`src/rtl/serdig_pkg.sv`:
```
package serdig_pkg;
    typedef enum logic [1:0] {
        ST_ARMED = 2'd0,
        ST_SHIFT = 2'd1,
        ST_DONE  = 2'd2,
        ST_SLEEP = 2'd3
    } rd_state_t;
endpackage

```
`src/rtl/serdig_sync.sv`:
```
module serdig_sync #(
    parameter int STAGES = 2
) (
    input  logic clk,
    input  logic rst_n,
    input  logic d,
    output logic q
);
    logic [STAGES-1:0] chain;

    always_ff @(posedge clk or negedge rst_n) begin
        if (!rst_n) chain <= '0;
        else        chain <= {chain[STAGES-2:0], d};
    end

    assign q = chain[STAGES-1];
endmodule

```
`src/rtl/serdig_edge.sv`:
```
module serdig_edge (
    input  logic clk,
    input  logic rst_n,
    input  logic d,
    output logic rise,
    output logic fall
);
    logic prev;

    always_ff @(posedge clk or negedge rst_n) begin
        if (!rst_n) prev <= 1'b0;
        else        prev <= d;
    end

    assign rise = d & ~prev;
    assign fall = ~d & prev;
endmodule

```
`src/rtl/serdig_readout.sv`:
```
module serdig_readout
    import serdig_pkg::*;
#(
    parameter int CODE_W      = 4,
    parameter int SYNC_STAGES = 2
) (
    input  logic              clk,
    input  logic              rst_n,
    input  logic              steer_i,
    input  logic [CODE_W-1:0] code_i,
    input  logic              energy_i,
    input  logic              ack_i,
    input  logic              pwdn_i,
    output logic              sdo_o
);
    localparam int CNT_W = $clog2(CODE_W + 1);
    localparam logic [CNT_W-1:0] CNT_FULL = CNT_W'(CODE_W);

    logic ack_s, pwdn_s;
    logic ack_rise, ack_fall, pwdn_rise, pwdn_fall_unused;
    logic steer_rise, steer_fall_unused;

    serdig_sync #(.STAGES(SYNC_STAGES)) u_sync_ack (
        .clk(clk), .rst_n(rst_n), .d(ack_i), .q(ack_s));
    serdig_sync #(.STAGES(SYNC_STAGES)) u_sync_pwdn (
        .clk(clk), .rst_n(rst_n), .d(pwdn_i), .q(pwdn_s));

    serdig_edge u_edge_ack (
        .clk(clk), .rst_n(rst_n), .d(ack_s), .rise(ack_rise), .fall(ack_fall));
    serdig_edge u_edge_pwdn (
        .clk(clk), .rst_n(rst_n), .d(pwdn_s), .rise(pwdn_rise), .fall(pwdn_fall_unused));
    serdig_edge u_edge_steer (
        .clk(clk), .rst_n(rst_n), .d(steer_i), .rise(steer_rise), .fall(steer_fall_unused));

    rd_state_t         state, state_nx;
    logic [CNT_W-1:0]  cnt, cnt_nx;
    logic [CODE_W-1:0] shreg, shreg_nx;

    // State register
    always_ff @(posedge clk or negedge rst_n) begin
        if (!rst_n) begin
            state <= ST_ARMED;
            cnt   <= '0;
            shreg <= '0;
        end else begin
            state <= state_nx;
            cnt   <= cnt_nx;
            shreg <= shreg_nx;
        end
    end

    // Transition logic
    always_comb begin
        state_nx = state;
        cnt_nx   = cnt;
        shreg_nx = shreg;
        if (pwdn_rise && !ack_s) begin
            state_nx = ST_SLEEP;
            cnt_nx   = '0;
        end else begin
            unique case (state)
                ST_ARMED: begin
                    if (ack_rise && steer_i) begin
                        shreg_nx = code_i;
                        cnt_nx   = CNT_W'(1);
                        state_nx = ST_SHIFT;
                    end
                end
                ST_SHIFT: begin
                    if (ack_rise && cnt < CNT_FULL) begin
                        shreg_nx = shreg >> 1;
                        cnt_nx   = cnt + CNT_W'(1);
                    end else if (ack_fall && cnt == CNT_FULL) begin
                        state_nx = ST_DONE;
                    end
                end
                ST_DONE: begin
                    if (steer_rise) begin
                        state_nx = ST_ARMED;
                        cnt_nx   = '0;
                    end
                end
                ST_SLEEP: begin
                    if (!pwdn_s) begin
                        state_nx = ST_ARMED;
                        cnt_nx   = '0;
                    end
                end
                default: state_nx = ST_ARMED;
            endcase
        end
    end

    // Output logic
    always_comb begin
        unique case (state)
            ST_SHIFT: sdo_o = shreg[0];
            ST_SLEEP: sdo_o = 1'b0;
            default:  sdo_o = energy_i;
        endcase
    end

    AST_NO_OVERFLOW: assert property (@(posedge clk) disable iff (!rst_n)
        cnt <= CNT_FULL);

    AST_ENTER_SHIFT: assert property (@(posedge clk) disable iff (!rst_n)
        (state == ST_SHIFT && $past(state) != ST_SHIFT)
        |-> ($past(state) == ST_ARMED && $past(steer_i)));

    AST_SHIFT_HOLD: assert property (@(posedge clk) disable iff (!rst_n)
        (state == ST_SHIFT && $past(state) == ST_SHIFT && !$past(ack_rise))
        |-> $stable(sdo_o));

    AST_DONE_FULL: assert property (@(posedge clk) disable iff (!rst_n)
        (state == ST_DONE && $past(state) == ST_SHIFT) |-> cnt == CNT_FULL);

    AST_REARM_STEER: assert property (@(posedge clk) disable iff (!rst_n)
        (state == ST_ARMED && $past(state) == ST_DONE) |-> $past(steer_rise));

    AST_SLEEP_ENTRY: assert property (@(posedge clk) disable iff (!rst_n)
        (state == ST_SLEEP && $past(state) != ST_SLEEP) |-> $past(pwdn_rise));
endmodule

```
`config.mk`:
```
export PLATFORM = sky130hd
export DESIGN_NAME = serdig_readout
export DESIGN_NICKNAME = d
export VERILOG_FILES = /design/src/rtl/serdig_pkg.sv /design/src/rtl/serdig_sync.sv /design/src/rtl/serdig_edge.sv /design/src/rtl/serdig_readout.sv
export SDC_FILE = /design/constraint.sdc
export NUM_CORES = 1
export LEC_CHECK = 0
export BUFFER_PORTS_ARGS = -buffer_cell sky130_fd_sc_hd__buf_4
export CORE_MARGIN = 4
export CORE_UTILIZATION = 50
export CTS_BUF_LIST = sky130_fd_sc_hd__clkbuf_8
export CTS_CLUSTER_SIZE = 25
export DETAILED_ROUTE_END_ITERATION = 6
export PLACE_DENSITY_LB_ADDON = 0.05
export SLEW_MARGIN = 5
export SYNTH_ARGS = -nofsm -noshare
export SYNTH_HDL_FRONTEND = slang
export SYNTH_SLANG_ARGS = --single-unit
```
`constraint.sdc`:
```
create_clock -name clk -period 3.7 [get_ports clk]
set_input_delay 0.37 -clock clk [delete_from_list [all_inputs] [get_ports clk]]
set_output_delay 0.37 -clock clk [all_outputs]
set_load 0.005 [all_outputs]
```
==> impl_metrics.ini, run 1 <==
[final_layout]
final_layout_size_suffix_gt1_share_pct = 22.50
nets = 93
antenna_cells = 0
synthToLayoutAreaGrowth_pct = 20.84
post-route-util_pct = 65.53

[sta]
rsz0062_at_grt = false
setup_tns_ns = 0
setup_violations = 0
fin_hold_ws_ns = 0.2341
tightest_slew_ns = 0.5138
min_period_ns = 1.946
slew_violations = 0
slew_headroom_pct = 65.68
max_freq_ghz = 0.5138
finalClockSkew_ns = 0.004973
layout_setup_ws_ns = 1.754
post-route-period-util_pct = 52.60
hold_viol_final = 0

[yosys]
synth_edf_count = 0
synth-main-ff-cell = dfrtp_1
synth_compound_area_share_pct = 11.56
avgSynthCellArea_um2 = 10.66
syn-num-nets = 79
synthesis.area_um2 = 714.4
synthArstFlopShare_pct = 100.0
netlist_top_cells_count = dfrtp_1, nand2_1, o21ai_0
ys_top_cells_by_area = dfrtp_1, mux2i_1, nand2_1
synth_cells = 67
synth_top_family_by_area = simple AND/OR/NAND/NOR gates
ys_seq_elements = 16
ys_warn_count = 0
synth_xor_area_share_pct = 0
ys_types = 18
synth_simple_gate_area_share_pct = 16.99
yosys.area_share.adder_pct = 3.503
synth.area.mux_share_pct = 8.406
yosys.area.top_type_share_pct = 56.04
ys_seq_area_share_pct = 56.04
yosysMostFrequentCell = dfrtp_1
synth_area_leader_cell = dfrtp_1

[worst_setup_path]
cp-endpoint = sdo_o
cpPeakStageDelay_ns = 0.50
startpoint_type = flip-flop
cp_max_fo = 11
cp.arrival_ns = 1.58
crit_type = flip-flop to output port
ff2ff_path_depth = 3
r2r-end = shreg[0]
reg2reg_from = state[0]
crit_chain = nor2b_1 -> nand2_1 -> o21ai_0 -> buf_4
crit_path_end_kind = output port
worstPathRequired_ns = 3.33
cp_slowest_cell = dfrtp_1
r2r_setup_slack_ns = 2.25
crit_start = state[0]

[clocking]
cts_tree = done
clock_latency_ns = 0.24
cts.sinks = 16
ctsResizeCount = 0
clock_path_buffers = 2
cts.clk_slew.worst_paths_ns = 0.06
root_buffer = clkbuf_8
cts-buffers-inserted = 3
htree_levels = 1

[die]
fp.dieW_um = 45.80
die-height_um = 45.80
rows = 13
coreArea_um2 = 1318
design.die.area_um2 = 2098
num_io_pins = 11
start_util_pct = 54.23

[drt]
vias_per_cell = 5.084
routed-via-count = 483
dr.pass1.iters = 5
ant_nets = 0
drtIter0Drc = 13
routedWlPerCell_um = 12.08
drc = 0
wl_um = 1148

[hold_path]
hp-class = input pin to flip-flop

[grt]
grt_pass1_wl_um = 1911
first_global_vias = 451
overflow = 0
grt_max_degree = 17
grt_usage_pct = 12.68
antenna_found_initial = 0

[power_and_ir_drop]
pwr_density_cell_nw_per_um2 = 689.1
p_leak_uw = 0.0004047
peakVddDrop_mv = 0.4301
total_power_uw = 595.0

[placement]
dp_hpwl_um = 848.4
io_buffers = 10
place_ws_ns = 2.058
place_congestion = 0.7157

[outcome]
status = finished clean

[job]
drv_cap = 0
==> per-stage QoR <==
stage                     instance area [um2]  instances
after global placement                  798.3         90
after global routing                    863.3         95
after CTS                               863.3         95
final                                   863.3         95
after detailed placement                798.3         90
after floorplan                         714.4         67
==> area by class of cell <==
type / count / area, um2
Timing Repair Buffer: 11 / 85.08
Multi-Input combinational cell: 45 / 289.0
Clock buffer: 4 / 55.05
Fill cell: 102 / 454.2
Inverter: 4 / 15.01
Tap cell: 15 / 18.77
Sequential cell: 16 / 400.4
==> cells in the final DEF (no fill, tap or decap), drive strengths merged, types with 2 or more instances in the layout <==
| master | instances |
|---|---|
| nand2 | 13 |
| buf | 10 |
| dfrtp | 16 |
| ha | 2 |
| inv | 4 |
| nor2b | 4 |
| nor2 | 2 |
| a21oi | 4 |
| o21ai | 9 |
| clkbuf | 4 |
| mux2i | 6 |
==> power breakdown <==
part	internal (uW)	switching, uW	leakage [uW]
sequential	222	47.5	0.000194
combinational	86.0	89.8	0.000182
clock	94.1	55.7	0.0000288
==> flip-flops by register name, summed over array words and instances, names as in the netlist <==
register / flops
shreg: 4
state: 2
u_edge_steer.prev: 1
u_edge_ack.prev: 1
u_sync_ack.chain: 2
cnt: 3
u_edge_pwdn.prev: 1
u_sync_pwdn.chain: 2
==> worst max-delay path: cells and delay by family (launching register included) <==
kind / cells / cell delay [ns]
and+or+nand+nor: 2 / 0.58
DFF: 1 / 0.50
AOI/OAI and AO/OA: 1 / 0.11
buffers and inverters: 1 / 0.15
==> how the worst min path moves through the flow <==
stage / start / end / slack [ns] / cells past startpoint
final: pwdn_i / u_sync_pwdn.chain[0] / 0.23 / 1
after CTS: pwdn_i / u_sync_pwdn.chain[0] / 0.23 / 1
after floorplan: rst_n / cnt[0] / 0.07 / 0
after global routing: pwdn_i / u_sync_pwdn.chain[0] / 0.22 / 1
after global placement: rst_n / u_edge_pwdn.prev / 0.24 / 1
after detailed placement: rst_n / u_edge_pwdn.prev / 0.24 / 1
==> what timing repair did <==
| action | CTS | global route |
|---|---|---|
| hold endpoints to repair | 16 | 0 |
| setup buffers | 0 | 0 |
| hold buffers | 1 | 0 |
==> cells by family after synthesis <==
group,after synthesis
AND/OR/NAND/NOR,22
flip-flops,16
AO/OA/AOI/OAI,15
buffers and inverters,6
multiplexers,6
adder cells (fa/ha/maj),2
==> layer usage <==
metal | global-route usage [%] | wire length [um]
met2 | 19.50 | 520
met4 | 3.409 | 0
met3 | 3.557 | 52
met5 | 0 | 0
met1 | 17.54 | 575
(Power assumes the default switching activity.)
==> inputs of run 2 (changes only) <==
clock period = 1.74 ns   (was 3.7 ns; I/O delays follow)
==> run 2 against run 1 <==
Against the previous run:
- count of clock-buffer cells in the layout unchanged
- sequential share of layout area decreased by 0.13 points
- wire length increased by 1.9%
- non-clock buffer count unchanged
- largest power group unchanged
==> impl_metrics.ini, run 2 (synthesis gave the netlist of run 1 again) <==
[outcome]
status = finished clean

[clocking]
clock_path_buffers = 2
clock_latency_ns = 0.24
htree_levels = 1
cts.sinks = 16
root_buffer = clkbuf_8
post_cts_buffers = 0
cts_tree = done
cts-buffers-inserted = 3
cts.clk_slew.worst_paths_ns = 0.06

[sta]
max_freq_ghz = 0.6234
min_period_ns = 1.604
setup_tns_ns = 0
finalClockSkew_ns = 0.002600
tightest_slew_ns = 0.3692
rsz0062_at_grt = false
hold_viol_final = 0
setup_violations = 0
post-route-period-util_pct = 92.19
fin_hold_ws_ns = 0.03336
slew_violations = 0
slew_headroom_pct = 75.22

[hold_path]
hp-class = input pin to flip-flop

[worst_setup_path]
startpoint_type = flip-flop
cp_max_fo = 11
critical-path-top-delay-family = flip-flops
cp.arrival_ns = 1.43
cpPeakStageDelay_ns = 0.51
crit_buf_inv = 1
crit_type = flip-flop to output port
worstPathRequired_ns = 1.57
crit_path_end_kind = output port
cp_slowest_cell = dfrtp_1
crit_chain = nor2b_2 -> nand2_1 -> o21ai_0 -> buf_4

[power_and_ir_drop]
total_power_uw = 1278
combPwrFrac_pct = 29.3
power_frac_seq_pct = 45.4
switching_share_pct = 32.84
p_int_uw = 858.3
pwr_density_cell_nw_per_um2 = 1476
p_switching_uw = 419.6
peakVddDrop_mv = 0.8405
p_leak_uw = 0.0004057
clkPwrFrac_pct = 25.4

[drt]
dr.pass1.iters = 4
routed-via-count = 504
wl_um = 1170
routedWlPerCell_um = 12.32
drc = 0
drtIter0Drc = 17
ant_nets = 0
vias_per_cell = 5.305

[final_layout]
final_cells = 95
regArea_um2 = 400.4
antenna_cells = 0
layout_common_cells = dfrtp_1, nand2_1, buf_4
final_area_um2 = 865.8
synthToLayoutAreaGrowth_pct = 21.19
largest_reg_flops = 4
top_register = shreg
top_regs = shreg x4, cnt x3
n_fill_cell = 107
final_common_cell = dfrtp_1
final_layout_size_suffix_gt1_share_pct = 23.75
nets = 93
multi_input_area_um2 = 291.5

[grt]
antenna_found_initial = 0
overflow = 0
grt_max_degree = 17
grt_pass1_wl_um = 1952
first_global_vias = 462
grt_usage_pct = 13.57

[die]
fp.dieW_um = 45.80
rows = 13
num_io_pins = 11
coreArea_um2 = 1318
design.die.area_um2 = 2098
die-height_um = 45.80
start_util_pct = 54.23

[placement]
placed_cells = 90
io_buffers = 10
place_congestion = 0.7538
placed_cell_area_um2 = 798.3
dp_hpwl_um = 840.8

[job]
drv_cap = 0
-- run 2: worst paths after layout --
kind	cells past startpoint	slack [ns]	end	start
setup / recovery	4	0.14	sdo_o	state[0]
min in group asynchronous	2	0.32	u_edge_pwdn.prev	rst_n
hold reg to reg	0	0.35	u_sync_ack.chain[1]	u_sync_ack.chain[0]
setup reg to reg	4	0.31	cnt[2]	state[1]
max in group asynchronous	2	1.24	state[0]	rst_n
hold / removal	1	0.03	u_sync_ack.chain[0]	ack_i
-- run 2: per-stage QoR --
stage	worst slack [ns]	utilization [%]
3_5_place_dp	0.2593	60.59
5_1_grt	0.02385	65.72
6_report	0.1359	65.72
4_1_cts	0.1321	65.72
3_3_place_gp	0.3452	60.59
2_1_floorplan	0.5007	-
-- run 2: layout make-up --
type,instances,area share [%]
repair buffers,11,9.827
inverters,4,1.734
multi-input cells,45,33.67
flip-flops and latches,16,46.24
clock buffers,4,6.358
well taps,15,2.168
-- run 2: power by group through the flow --
stage	logic, uW	clock network [uW]	registers (uW)
after floorplan	321	0	538
after CTS	382	332	579
after global routing	437	347	593
after detailed placement	374	0	584
after global placement	367	0	580
final	374	324	580
-- run 2: timing repair --
item                                    in CTS  in global routing
hold buffers                                 1                  0
endpoints found under the setup margin       1                  0
endpoints found under the hold margin       16                  0
gates resized for setup                      1                  0
-- run 2: routing by layer --
layer  share of wire [%]  global-route usage (%)  wire [um]  vias up
li1                    -                       -          -      251
met1                  48                   18.75        567      236
met2                  45                   20.33        524       15
met3                 5.8                   2.372         68        2
met4                0.77                   6.818          9        0
met5                   0                       0          0        -
